$ cat config.mk
export PLATFORM = sky130hd
export DESIGN_NAME = bw_delay_line
export DESIGN_NICKNAME = d
export VERILOG_FILES = /design/src/rtl/bwdl_pkg.sv /design/src/rtl/bwdl_code_latch.sv /design/src/rtl/bwdl_sel_decode.sv /design/src/rtl/bwdl_stage.sv /design/src/rtl/bw_delay_line.sv
export SDC_FILE = /design/constraint.sdc
export NUM_CORES = 1
export LEC_CHECK = 0
export ABC_AREA = 1
export ABC_CLOCK_PERIOD_IN_PS = 3050
export BUFFER_PORTS_ARGS = -buffer_cell sky130_fd_sc_hd__buf_4
export CAP_MARGIN = 10
export CORE_MARGIN = 2
export CORE_UTILIZATION = 35
export CTS_BUF_LIST = sky130_fd_sc_hd__clkbuf_4
export DETAILED_ROUTE_END_ITERATION = 8
export PLACE_DENSITY_LB_ADDON = 0.1
export RECOVER_POWER = 25
export SKIP_LAST_GASP = 1
export SYNTH_ARGS = -nofsm -noshare
export SYNTH_HDL_FRONTEND = slang
export SYNTH_HIERARCHICAL = 1
export SYNTH_SLANG_ARGS = --single-unit
$ cat constraint.sdc
create_clock -name clk -period 3.05 [get_ports clk]
set_input_delay 0.305 -clock clk [delete_from_list [all_inputs] [get_ports clk]]
set_output_delay 0.305 -clock clk [all_outputs]
set_load 0.01 [all_outputs]
$ cat src/rtl/bwdl_pkg.sv
package bwdl_pkg;

  typedef enum logic [1:0] {
    OVR_NONE = 2'd0,
    OVR_MIN  = 2'd1,
    OVR_MAX  = 2'd2
  } ovr_mode_e;

  // Length of the chain stage at position pos, counted from the input end.
  function automatic int unsigned stage_len(input int unsigned pos, input int unsigned code_w);
    return 32'd1 << (code_w - 1 - pos);
  endfunction

  // Override priority: minimum beats maximum, both beat the code.
  function automatic ovr_mode_e pick_override(input logic fmin, input logic fmax);
    if (fmin)      return OVR_MIN;
    else if (fmax) return OVR_MAX;
    else           return OVR_NONE;
  endfunction

endpackage

$ cat src/rtl/bwdl_code_latch.sv
module bwdl_code_latch #(
  parameter int CODE_W = 10
) (
  input  logic              clk,
  input  logic              rst,
  input  logic              load_en,
  input  logic [CODE_W-1:0] code_in,
  input  logic              casc_in,
  output logic [CODE_W-1:0] code_eff,
  output logic              casc_eff
);

  logic [CODE_W-1:0] code_held;
  logic              casc_held;

  always_ff @(posedge clk) begin
    if (rst) begin
      code_held <= '0;
      casc_held <= 1'b0;
    end else if (!load_en) begin
      code_held <= code_in;
      casc_held <= casc_in;
    end
  end

  always_comb begin
    if (load_en) begin
      code_eff = code_held;
      casc_eff = casc_held;
    end else begin
      code_eff = code_in;
      casc_eff = casc_in;
    end
  end

endmodule

$ cat src/rtl/bwdl_sel_decode.sv
module bwdl_sel_decode #(
  parameter int CODE_W = 10
) (
  input  logic              force_min,
  input  logic              force_max,
  input  logic [CODE_W-1:0] code_eff,
  output logic [CODE_W-1:0] stage_sel,
  output logic              extra_sel
);
  import bwdl_pkg::*;

  ovr_mode_e mode;

  always_comb begin
    mode = pick_override(force_min, force_max);
    unique case (mode)
      OVR_MIN: begin
        stage_sel = '0;
        extra_sel = 1'b0;
      end
      OVR_MAX: begin
        stage_sel = '1;
        extra_sel = 1'b1;
      end
      default: begin
        stage_sel = code_eff;
        extra_sel = 1'b0;
      end
    endcase
  end

endmodule

$ cat src/rtl/bwdl_stage.sv
module bwdl_stage #(
  parameter int LEN = 1
) (
  input  logic clk,
  input  logic rst,
  input  logic sin,
  input  logic use_stage,
  output logic sout
);

  logic [LEN-1:0] sr;

  generate
    if (LEN == 1) begin : g_single
      always_ff @(posedge clk) begin
        if (rst) sr <= '0;
        else     sr <= sin;
      end
    end else begin : g_multi
      always_ff @(posedge clk) begin
        if (rst) sr <= '0;
        else     sr <= {sr[LEN-2:0], sin};
      end
    end
  endgenerate

  assign sout = use_stage ? sr[LEN-1] : sin;

endmodule

$ cat src/rtl/bw_delay_line.sv
module bw_delay_line #(
  parameter int CODE_W = 10
) (
  input  logic              clk,
  input  logic              rst,
  input  logic              din,
  input  logic [CODE_W-1:0] sel_code,
  input  logic              casc_ctl,
  input  logic              load_en,
  input  logic              force_min,
  input  logic              force_max,
  input  logic              out_dis,
  output logic              dout,
  output logic              casc_out,
  output logic              casc_out_n
);
  import bwdl_pkg::*;

  localparam int NSTG = CODE_W + 1;

  logic [CODE_W-1:0] code_eff;
  logic              casc_eff;
  logic [CODE_W-1:0] stage_sel;
  logic              extra_sel;
  logic [NSTG:0]     chain;

  bwdl_code_latch #(.CODE_W(CODE_W)) u_latch (
    .clk      (clk),
    .rst      (rst),
    .load_en  (load_en),
    .code_in  (sel_code),
    .casc_in  (casc_ctl),
    .code_eff (code_eff),
    .casc_eff (casc_eff)
  );

  bwdl_sel_decode #(.CODE_W(CODE_W)) u_dec (
    .force_min (force_min),
    .force_max (force_max),
    .code_eff  (code_eff),
    .stage_sel (stage_sel),
    .extra_sel (extra_sel)
  );

  assign chain[0] = din;

  // Heaviest stage nearest the input, lightest last.
  generate
    for (genvar p = 0; p < CODE_W; p++) begin : g_stg
      localparam int LEN = int'(stage_len(p, CODE_W));
      bwdl_stage #(.LEN(LEN)) u_stg (
        .clk       (clk),
        .rst       (rst),
        .sin       (chain[p]),
        .use_stage (stage_sel[CODE_W-1-p]),
        .sout      (chain[p+1])
      );
    end
  endgenerate

  // One extra unit reachable only through the maximum override.
  bwdl_stage #(.LEN(1)) u_extra (
    .clk       (clk),
    .rst       (rst),
    .sin       (chain[CODE_W]),
    .use_stage (extra_sel),
    .sout      (chain[NSTG])
  );

  always_ff @(posedge clk) begin
    if (rst) begin
      dout       <= 1'b0;
      casc_out   <= 1'b0;
      casc_out_n <= 1'b1;
    end else begin
      dout       <= out_dis ? 1'b0 : chain[NSTG];
      casc_out   <= casc_eff;
      casc_out_n <= ~casc_eff;
    end
  end

endmodule

### Word level (Yosys, flattened, before mapping)

Cells that the tools add are included.

| operators by class | value |
|---|---|
| divide/modulo/power cells | 0 |
| shift-type cells | 0 |
| multiplexer cells | 17 |
| add/sub/neg operators | 0 |
| $lt $le $gt $ge | 0 |
| reduce and logical (&&, ||, !) cells | 1 |
| equality and inequality tests | 2 |
| $mul | 0 |
| bitwise logic cells | 1 |

Operators by type and width:

| kind | count |
|---|---|
| one-hot mux 10 bit (2 select lines) | 1 |
| two-way mux 1 bit | 13 |
| two-way mux 10 bit | 1 |
| two-way mux 2 bit | 2 |
| equality test 2 x 1 -> 1 bit (second input constant) | 1 |
| equality test 2 bit (second input constant) | 1 |
| OR reduction 2 bit | 1 |
| inverter 1 bit | 1 |

| storage, ports and cells | value |
|---|---|
| memories kept | 0 |
| register bits | 1,037 |
| input port bits | 18 |
| logic and storage cells | 36 |
| bits in writable memories | 0 |
| memory bits (read-only) | 0 |
| bits in latches | 0 |

### Depth between registers and ports, before layout

Gate-level depths: netlist (run 1).

| depth | value |
|---|---|
| depth after elaboration | 15 |
| depth in mapped cells | 32 |
| mapped depth without buffers | 31 |

### By module

Netlist (run 1), hierarchy kept.

Modules (own cells, without submodules):

| module | times used | cells an instance | area each (sq um) |
|---|---|---|---|
| bwdl_stage (g_stg[0].u_stg) | 1 | 1,597 | 14,751.6 |
| bwdl_stage (g_stg[1].u_stg) | 1 | 800 | 7,262.0 |
| bwdl_stage (g_stg[2].u_stg) | 1 | 402 | 3,692.3 |
| bwdl_stage (g_stg[3].u_stg) | 1 | 203 | 1,855.5 |
| bwdl_stage (g_stg[4].u_stg) | 1 | 103 | 929.6 |
| bwdl_code_latch | 1 | 92 | 670.6 |
| bwdl_stage (g_stg[5].u_stg) | 1 | 54 | 489.2 |
| bwdl_stage (g_stg[6].u_stg) | 1 | 29 | 246.5 |
| bwdl_stage (g_stg[7].u_stg) | 1 | 16 | 125.1 |
| bwdl_sel_decode | 1 | 24 | 98.8 |
| bwdl_stage (g_stg[9].u_stg ...) | 2 | 7 | 45.0 |
| bw_delay_line | 1 | 8 | 86.3 |
| bwdl_stage (g_stg[8].u_stg) | 1 | 10 | 72.6 |

### Worst setup path after synthesis (run 1)

No wires, ideal clock.

| timing | value |
|---|---|
| path kind | input -> register |
| from | in load_en |
| to | reg dout |
| stages on the path | 32 |
| path slack | 0.873 ns |
| setup time | 0.062 ns |
| path buffers | 1 |
| data required time | 2.988 ns |
| arrival time | 2.115 ns |
| path through | inv_2 -> buf_12 -> nand2_4 -> nand2_2 -> inv_1 -> nor2_1 -> nor2_1 -> inv_1 -> nand2_1 -> nand2_1 -> nand2_1 -> nand2_1 -> nand2_1 -> nand2_1 -> nand2_1 -> nand2_1 -> nand2_1 -> nand2_1 -> nand2_1 -> nand2_1 -> nand2_1 -> nand2_1 -> nand2_1 -> nand2_1 -> nand2_1 -> nand2_1 -> nand2_1 -> nand2_1 -> nand2_1 -> nand2_1 -> nand2_2 -> nor2_2 |

| between the ends | value |
|---|---|
| cells in the longest elaborated chain, start to end | 13 |

RTL lines:

| element | RTL line | RTL |
|---|---|---|
| from (decl) | bw_delay_line.sv:9 | `input logic load_en,` |
| two-way mux 10 bit | bwdl_code_latch.sv:27 | `if (load_en) begin` |
| net code_eff[9] | bw_delay_line.sv:21 | `logic [CODE_W-1:0] code_eff;` |
| one-hot mux 10 bit (2 select lines) | bwdl_sel_decode.sv:16 | `unique case (mode)` |
| net stage_sel[9] | bw_delay_line.sv:23 | `logic [CODE_W-1:0] stage_sel;` |
| two-way mux 1 bit | bwdl_stage.sv:27 | `assign sout = use_stage ? sr[LEN-1] : sin;` |
| net chain[1] | bw_delay_line.sv:25 | `logic [NSTG:0] chain;` |
| two-way mux 1 bit | bwdl_stage.sv:27 |  |
| net chain[2] | bw_delay_line.sv:25 |  |
| (+1 left out) | -- |  |
| net chain[3] | bw_delay_line.sv:25 |  |
| (+1 left out) | -- |  |
| net chain[4] | bw_delay_line.sv:25 |  |
| (+1 left out) | -- |  |
| net chain[5] | bw_delay_line.sv:25 |  |
| (+1 left out) | -- |  |
| net chain[6] | bw_delay_line.sv:25 |  |
| (+1 left out) | -- |  |
| net chain[7] | bw_delay_line.sv:25 |  |
| two-way mux 1 bit | bwdl_stage.sv:27 |  |
| net chain[8] | bw_delay_line.sv:25 |  |
| two-way mux 1 bit | bwdl_stage.sv:27 |  |
| net chain[9] | bw_delay_line.sv:25 |  |
| two-way mux 1 bit | bwdl_stage.sv:27 |  |
| net chain[10] | bw_delay_line.sv:25 |  |
| two-way mux 1 bit | bwdl_stage.sv:27 |  |
| net chain[11] | bw_delay_line.sv:25 |  |
| to (signal assigned) | bw_delay_line.sv:76 | `dout <= out_dis ? 1'b0 : chain[NSTG];` |
| to (decl) | bw_delay_line.sv:13 | `output logic dout,` |

The timed path passes the listed nets, and every way through them passes these cells.
A chain may end at the register's enable or synchronous reset.

### Final worst setup path (run 1)

| timing | value |
|---|---|
| from | in rst |
| to | reg g_stg[0].u_stg.sr[118] |

RTL lines:

| element | RTL line | RTL |
|---|---|---|
| from (decl) | bw_delay_line.sv:5 | `input logic rst,` |
| to (signal assigned) | bwdl_stage.sv:22 | `else sr <= {sr[LEN-2:0], sin};` |
| to (decl) | bwdl_stage.sv:11 | `logic [LEN-1:0] sr;` |

No word-level cell between the ends.

==> results.ini, run 1 <==
[outcome]
status=finished, violations left
violations=max-capacitance violations, max-slew violations

[drt]
wl_per_cell_um=8.142
wl_mm=40.35
drc=0
dr.pass1.iters=4
ant_nets=0
vias_per_cell=3.589
num_vias=17790
drt_iter0_markers=621

[power]
finalPower_w=0.02590
p_per_area_nw_per_um2=739.5
leakagePower_nw=14.00
vdd_drop_max_mv=0.3218

[worst_setup_path]
r2r_start=u_latch/code_held[9]$_SDFF_PP0_
required_ns=3.87
rr_worst_depth=31
max_stage_delay_ns=1.31
startpoint_type=primary input
crit_chain=dlygate4sd3_1, clkbuf_2, clkbuf_1, nor2_1
end_kind=flop
worst_ep_arrival_time_ns=3.32
worst-path-stages=4
crit_family=buffers and inverters
crit_end=g_stg[0].u_stg/sr[118]$_SDFF_PP0_
crit_start=rst
crit_buf_inv=3
worstSetupPathType=primary input to flop
cp_slowest_cell=clkbuf_2
r2r-end=dout$_SDFF_PP0_
crit_fanout=62
regToRegSetupSlack_ns=0.77

[sta]
slew_headroom_pct=-21.73
slew_viol_final=54
min_period_ns=2.501
fin_tns_setup_ns=0
tightestPinTransition_ns=1.826
hold_violations=0
fmax_mhz=399.8
finalCritPeriodShare_pct=82.00
rsz0062_at_grt=no
fin_skew_ns=0.05626
setup_viol=0

[die]
dieArea_um2=89140
core.rowCount=108
die_w_um=298.6
io-pin-count=21
start_util_pct=35.17
die_h_um=298.6
core_area_um2=86350

[cells_and_area]
syn_to_final_growth_pct=15.33
final_layout_size_suffix_gt1_share_pct=14.11
layout_commonest_cell=inv_1
layout.nets=3641
final_cell_mix=inv_1 (1,069), nor2_1 (1,040), dfxtp_1 (1,037), clkbuf_4 (429), dlygate4sd3_1 (45)

[clock_network]
clkTransAtPathRegs_ns=0.06
ctsLongestPathBuffers=4
cts_tree=done
cts_max_level=5
root_buffer=clkbuf_4
numCtsBuffers=293
clock_sinks=1038
clk_latency_ns=1.05

[logic_synthesis]
synth_seq_area_share_pct=68.42
synth_seq_cells=1038
ys_types=14
synth_warnings=6
synth_nets=3370
syn-mean-instance-area_um2=9.060
syn-cell-area_um2=30370
netlist_instances=3352

[global_route]
track_usage_pct=9.648
grt_start_max_net_pins=96
antenna_found_initial=5
grt_pass1_wl_mm=73.64
overflow=0
grt_pass1_vias=17580

[run]
drv_cap=1

[placement]
dp_hpwl_mm=19.45
place_congestion=0.6797
io_buffers=20

[hold_path]
hold_start=load_en
hp-class=primary input to flop

==> state kept, by name (all words and copies together) (netlist names) <==
name	flops
g_stg.u_stg/sr	1023
u_latch/code_held	10
casc_out	1
casc_out_n	1
dout	1
u_extra/sr	1
u_latch/casc_held	1
==> routing by layer <==
| layer | vias to the layer above | share of wire (%) | GRT usage [%] | wire length, µm |
|---|---|---|---|---|
| met3 | 100 | 6.8 | 4.558 | 2743 |
| li1 | 9695 | - | - | - |
| met5 | - | 0.032 | 0 | 13 |
| met1 | 7723 | 52 | 11.97 | 20900 |
| met4 | 2 | 2.8 | 6.006 | 1121 |
| met2 | 268 | 39 | 13.42 | 15570 |
==> power breakdown <==
group          internal (W)  switching [W]
clock               0.00669        0.00520
sequential           0.0136     0.00000524
combinational      0.000131       0.000295
total                0.0204        0.00550
==> cell families after synthesis <==
kind of cell  after synthesis  share of synthesized area [%]
flops                    1038                          68.42
simple gates             1125                          14.39
buf+inv                  1189                          17.19
==> per-stage QoR <==
step                instance area (µm²)  util, %  setup WS [ns]  cells  hold slack [ns]
global placement                  31130    36.05         0.3576   4434           0.3883
floorplan                         30370        -         0.8729   3352           0.3711
global route                      35030    40.56         0.3432   4956          0.04913
finish                            35030    40.56         0.5489   4956          0.02856
CTS                               35110    40.66         0.1225   4954          0.03037
detailed placement                31130    36.05         0.4085   4434           0.3916
==> final cells by class <==
class / instances / area (µm²)
antenna: 2 / 5.005
clock buffer: 429 / 3221
clock inverter: 42 / 266.5
fill: 9045 / 51320
inverter: 1072 / 4024
multi-input combinational: 1125 / 4398
sequential: 1038 / 20780
tap: 1155 / 1445
timing repair buffer: 93 / 885.9
==> timing repair <==
item,4_1_cts,5_1_grt
hold buffers,49,0
setup endpoints to repair,0,1
buffers inserted,0,3
gates resized for setup,0,14
hold endpoints to repair,1037,0
==> worst reg2reg max path, delay by kind of cell, from the launching register on <==
family	cells	cell delay (ns)
buffers and inverters	3	0.13
DFF	1	0.31
and+or+nand+nor	28	1.70
==> synthesized netlist by cell type, drive strengths merged <==
library cell	number	area (µm²)
inv	1072	4024
nor2	1057	4010
dfxtp	1038	20780
buf	109	1086
nand2	68	360.3
clkbuf	8	110.1
==> how the worst min path moves through the flow <==
| stage | endpoint | slack, ns | cells past startpoint |
|---|---|---|---|
| floorplan | dout$_SDFF_PP0_ | 0.37 | 1 |
| global placement | g_stg[1].u_stg/sr[154]$_SDFF_PP0_ | 0.39 | 2 |
| detailed placement | g_stg[2].u_stg/sr[29]$_SDFF_PP0_ | 0.39 | 2 |
| CTS | g_stg[5].u_stg/sr[0]$_SDFF_PP0_ | 0.03 | 12 |
| global route | g_stg[5].u_stg/sr[0]$_SDFF_PP0_ | 0.05 | 10 |
| finish | g_stg[5].u_stg/sr[0]$_SDFF_PP0_ | 0.03 | 10 |
(Power assumes the default switching activity.)
==> inputs of run 2 (changes only) <==
--- a/config.mk
+++ b/config.mk
@@ -6,7 +6,7 @@
 export NUM_CORES = 1
 export LEC_CHECK = 0
 export ABC_AREA = 1
-export ABC_CLOCK_PERIOD_IN_PS = 3050
+export ABC_CLOCK_PERIOD_IN_PS = 2230
 export BUFFER_PORTS_ARGS = -buffer_cell sky130_fd_sc_hd__buf_4
 export CAP_MARGIN = 10
 export CORE_MARGIN = 2
==> constraint.sdc (replaced) <==
create_clock -name clk -period 2.23 [get_ports clk]
set_input_delay 0.223 -clock clk [delete_from_list [all_inputs] [get_ports clk]]
set_output_delay 0.223 -clock clk [all_outputs]
set_load 0.01 [all_outputs]
==> run 2 against run 1 <==
The flow finishes with violations (negative setup slack); via count up 0.33%; clock power up 35%; clock skew up 0.020 ns; first-iteration DRC count up 1.3%; die area unchanged; largest cell class unchanged.
==> results.ini, run 2 (same netlist as run 1, synthesis figures left out) <==
[die]
core_area_um2=86350
die_w_um=298.6
start_util_pct=35.17
die_h_um=298.6
io-pin-count=21
core.rowCount=108
dieArea_um2=89140

[cells_and_area]
final_cells=4975
final_layout_size_suffix_gt1_share_pct=14.88
final_area_um2=35150
layout_commonest_cell=inv_1
final_cell_mix=inv_1 (1,066), dfxtp_1 (1,038), nor2_1 (1,038), clkbuf_4 (432), buf_4 (61)
regMostFlops=g_stg.u_stg/sr
reg_top3=g_stg.u_stg/sr x1023, u_latch/code_held x10
layout.nets=3667
syn_to_final_growth_pct=15.73
largest_reg_flops=1023
final_util_pct=40.70

[worst_setup_path]
startpoint_type=primary input
required_ns=3.09
crit_fanout=29
worstSetupPathType=primary input to flop
worst_ep_arrival_time_ns=3.17
end_kind=flop

[clock_network]
numCtsBuffers=294
clock_sinks=1038
cts_tree=done
root_buffer=clkbuf_4
clk_latency_ns=1.06
ctsLongestPathBuffers=4
clkTransAtPathRegs_ns=0.06
cts_max_level=5

[drt]
dr.pass1.iters=4
wl_mm=40.22
drc=0
wl_per_cell_um=8.084
ant_nets=0
drt_iter0_markers=629
vias_per_cell=3.587
num_vias=17850

[sta]
finalCritPeriodShare_pct=103.7
min_period_ns=2.312
rsz0062_at_grt=yes
fin_skew_ns=0.07661
slew_headroom_pct=3.645
tightestPinTransition_ns=1.445
fmax_mhz=432.5
fin_hold_ws_ns=0.2124
hold_violations=0
setup_viol=48
slew_viol_final=0
setup_slack_ns=-0.08209

[placement]
place_congestion=0.6829
dp_cells=4454
dp_hpwl_mm=20.08
io_buffers=20
placement.cell_area_um2=31300

[global_route]
antenna_found_initial=7
track_usage_pct=9.571
overflow=0
grt_pass1_vias=17350
grt_pass1_wl_mm=73.03
grt_start_max_net_pins=125

[outcome]
status=finished, violations left
violations=negative setup slack

[power]
vdd_drop_max_mv=0.4018
leakagePower_nw=14.09
p_per_area_nw_per_um2=1003

[run]
drv_cap=0

[hold_path]
hp-class=primary input to flop

## run 2: changes by cell type in the layout (fill, tap and decap cells not counted), sizes merged, moves of 2 or more
cell and delta:
buf +37, dlygate4sd3 -12, clkinv -3, inv -3, clkbuf +2
## run 2: area by class of cell
cell class | count | area, µm²
multi-input combinational | 1125 | 4403
clock buffer | 430 | 3228
inverter | 1072 | 4024
tap | 1155 | 1445
sequential | 1038 | 20780
antenna | 2 | 5.005
fill | 8945 | 51200
timing repair buffer | 118 | 1046
clock inverter | 35 | 216.5
## run 2: worst paths after layout
path / from / cells after the start / to / slack (ns)
worst max register to register: u_latch/code_held[9]$_SDFF_PP0_ / 23 / g_stg[2].u_stg/sr[0]$_SDFF_PP0_ / -0.07
worst max-delay path: rst / 6 / g_stg[2].u_stg/sr[19]$_SDFF_PP0_ / -0.08
worst min-delay path: load_en / 6 / u_latch/code_held[7]$_SDFF_PP0_ / 0.21
worst min register to register: g_stg[0].u_stg/sr[328]$_SDFF_PP0_ / 2 / g_stg[0].u_stg/sr[329]$_SDFF_PP0_ / 0.34
## run 2: worst max-delay path: stages
cell           delay (ns)
dlygate4sd3_1        0.52
dlygate4sd3_1        0.58
buf_8                0.21
clkbuf_1             1.07
buf_4                0.44
nor2_1               0.08
## run 2: timing repair
item,CTS,global route
endpoints found under the hold margin,1038,0
gates resized for setup,4,11
hold buffers,33,0
setup buffers,20,3
pin swaps,25,16
endpoints found under the setup margin,1,7
## run 2: report_power, final
group	internal, W	switching (W)	total [W]
registers	0.0186	0.00000681	0.0186
clock network	0.00904	0.00704	0.0161
logic	0.000201	0.000413	0.000614
## run 2: stage by stage
stage | total power [W] | worst slack [ns] | TNS (ns)
CTS | 0.03629 | -0.02915 | -0.02915
global placement | 0.01956 | -0.1684 | -0.2257
global route | 0.03743 | -0.2705 | -9.599
floorplan | 0.01950 | 0.1349 | 0
finish | 0.03527 | -0.08209 | -2.430
detailed placement | 0.01956 | -0.1666 | -0.2057
## run 2: per-layer routing
metal	up-vias	GRT usage [%]	part of all wire, %
li1	9747	-	-
met1	7700	12.15	52
met2	297	13.06	38
met3	101	4.587	6.9
met4	2	5.707	2.5
met5	-	0	0.032
==> inputs of run 3 (changes only) <==
--- a/config.mk
+++ b/config.mk
@@ -9,6 +9,7 @@
 export ABC_CLOCK_PERIOD_IN_PS = 2230
 export BUFFER_PORTS_ARGS = -buffer_cell sky130_fd_sc_hd__buf_4
 export CAP_MARGIN = 10
+export CORE_ASPECT_RATIO = 1.75
 export CORE_MARGIN = 2
 export CORE_UTILIZATION = 35
 export CTS_BUF_LIST = sky130_fd_sc_hd__clkbuf_4
==> run 3 against run 2 <==
The run still ends with negative setup slack left; final cell count fell by 0.74%; critical path depth rose by 15; global-route usage rose by 0.40 points; setup slack got worse by 0.0046 ns; routed wire length rose by 1.7%; worst hold slack improved by 0.087 ns; highest routed layer is now met4.
==> results.ini, run 3 (same netlist as run 1, synthesis figures left out) <==
[global_route]
antenna_found_initial=5
grt_start_max_net_pins=106
grt_pass1_vias=18110
overflow=0
grt_pass1_wl_mm=75.38
track_usage_pct=9.972

[drt]
wl_per_cell_um=8.284
vias_per_cell=3.671
wl_mm=40.91
ant_nets=0
drc=0
dr.pass1.iters=4
num_vias=18130
drt_iter0_markers=603

[clock_network]
clk_latency_ns=1.03
ctsLongestPathBuffers=3
numCtsBuffers=228
root_buffer=clkbuf_4
clock_sinks=1038
cts_max_level=4
clkTransAtPathRegs_ns=0.07
cts_tree=done

[cells_and_area]
syn_to_final_growth_pct=14.58
final_cell_mix=inv_1 (1,065), nor2_1 (1,040), dfxtp_1 (1,038), clkbuf_4 (357), buf_4 (61)
layout.nets=3611
final_cells=4938
layout_commonest_cell=inv_1
largest_reg_flops=1023
final_util_pct=40.27
final_area_um2=34800
final_layout_size_suffix_gt1_share_pct=13.25
regMostFlops=g_stg.u_stg/sr
reg_top3=g_stg.u_stg/sr x1023, u_latch/code_held x10

[power]
pwr-share-seq_pct=55.4
p_per_area_nw_per_um2=963.2
p_int_w=0.02623
combPwrFrac_pct=1.9
switchingPower_w=0.007286
leakagePower_nw=13.85
swShare_pct=21.74
clkPwrFrac_pct=42.8
vdd_drop_max_mv=0.3630

[sta]
rsz0062_at_grt=yes
setup_viol=9
fin_skew_ns=0.04357
setup_slack_ns=-0.08669
slew_viol_final=0
hold_violations=0
slew_headroom_pct=9.675
tightestPinTransition_ns=1.355
fmax_mhz=431.7
min_period_ns=2.317
finalCritPeriodShare_pct=103.9

[hold_path]
hp-class=primary input to flop
whs_path_depth=8
hold_start=force_max

[die]
core.rowCount=143
io-pin-count=21
dieArea_um2=89240
die_w_um=226.7
core_area_um2=86420
die_h_um=393.7
start_util_pct=35.14

[placement]
dp_cells=4462
dp_hpwl_mm=21.26
io_buffers=20
placement.cell_area_um2=31320
place_congestion=0.6707

[outcome]
violations=negative setup slack
status=finished, violations left

[worst_setup_path]
required_ns=3.20
r2r_start=u_latch/code_held[9]$_SDFF_PP0_
regToRegSetupSlack_ns=0.07
end_kind=flop
crit_start=load_en
startpoint_type=primary input
rr_worst_depth=31
worstSetupPathType=primary input to flop
worst_ep_arrival_time_ns=3.29
crit_fanout=5

[run]
drv_cap=0

-- run 3: cell count changes in the layout (fill, tap and decap cells not counted), sizes merged, moves of 3 or more --
cell,previous run,this run
buf,71,75
clkbuf,444,365
dlygate4sd3,33,45
clkinv,28,43
diode,2,5
-- run 3: what timing repair did --
item,in CTS,in global routing
hold buffers,45,0
hold endpoints to repair,1038,0
setup endpoints to repair,1,7
gates resized for setup,1,14
setup buffers,19,2
pin swaps,25,19
-- run 3: power groups by stage --
stage | clock network, W | logic (W) | registers, W
2_1_floorplan | 0 | 0.000511 | 0.0190
3_3_place_gp | 0 | 0.000576 | 0.0190
3_5_place_dp | 0 | 0.000573 | 0.0190
4_1_cts | 0.0152 | 0.000662 | 0.0186
5_1_grt | 0.0161 | 0.000708 | 0.0186
6_report | 0.0143 | 0.000624 | 0.0186
-- run 3: final timing paths --
check                                                         to
worst max register to register                   dout$_SDFF_PP0_
worst max-delay path                             dout$_SDFF_PP0_
worst min register to register  g_stg[0].u_stg/sr[90]$_SDFF_PP0_
worst min-delay path             g_stg[2].u_stg/sr[0]$_SDFF_PP0_
-- run 3: final cells by class --
cell class              count  area [µm²]
fillers                  9090       51620
repair buffers            128        1199
inverters                1072        4026
diodes                      5       12.51
well taps                1160        1451
multi-input cells        1125        4388
clock buffers             357        2680
clock inverters            53       262.8
flip-flops and latches   1038       20780
-- run 3: worst max-delay path: stages --
cell,delay [ns]
dlygate4sd3_1,0.53
dlygate4sd3_1,0.55
buf_4,0.16
inv_4,0.07
buf_4,0.16
buf_4,0.20
nand2_4,0.04
dlygate4sd3_1,0.56
nand2_2,0.07
inv_1,0.04
nor2_1,0.07
nor2_1,0.06
inv_1,0.05
nand2_1,0.05
nand2_1,0.08
nand2_1,0.07
nand2_2,0.07
nand2_1,0.05
nand2_1,0.07
nand2_2,0.05
nor2_2,0.06
-- run 3: per-stage QoR --
stage	power (W)	setup TNS, ns	hold WS [ns]	setup slack, ns
after detailed placement	0.01956	-0.1318	0.3875	-0.1234
after global routing	0.03536	-0.8665	0.1541	-0.2522
after floorplan	0.01950	0	0.2891	0.1349
after global placement	0.01956	-0.1387	0.3864	-0.1273
final	0.03352	-0.2426	0.2990	-0.08669
after CTS	0.03445	-0.01121	0.08250	-0.01121
-- run 3: routing by layer --
layer,GRT usage [%],share of wire [%],up-vias
li1,-,-,9621
met1,11.17,46,8166
met2,15.92,45,231
met3,4.003,5.2,110
met4,5.745,3.2,0
met5,0,0,-
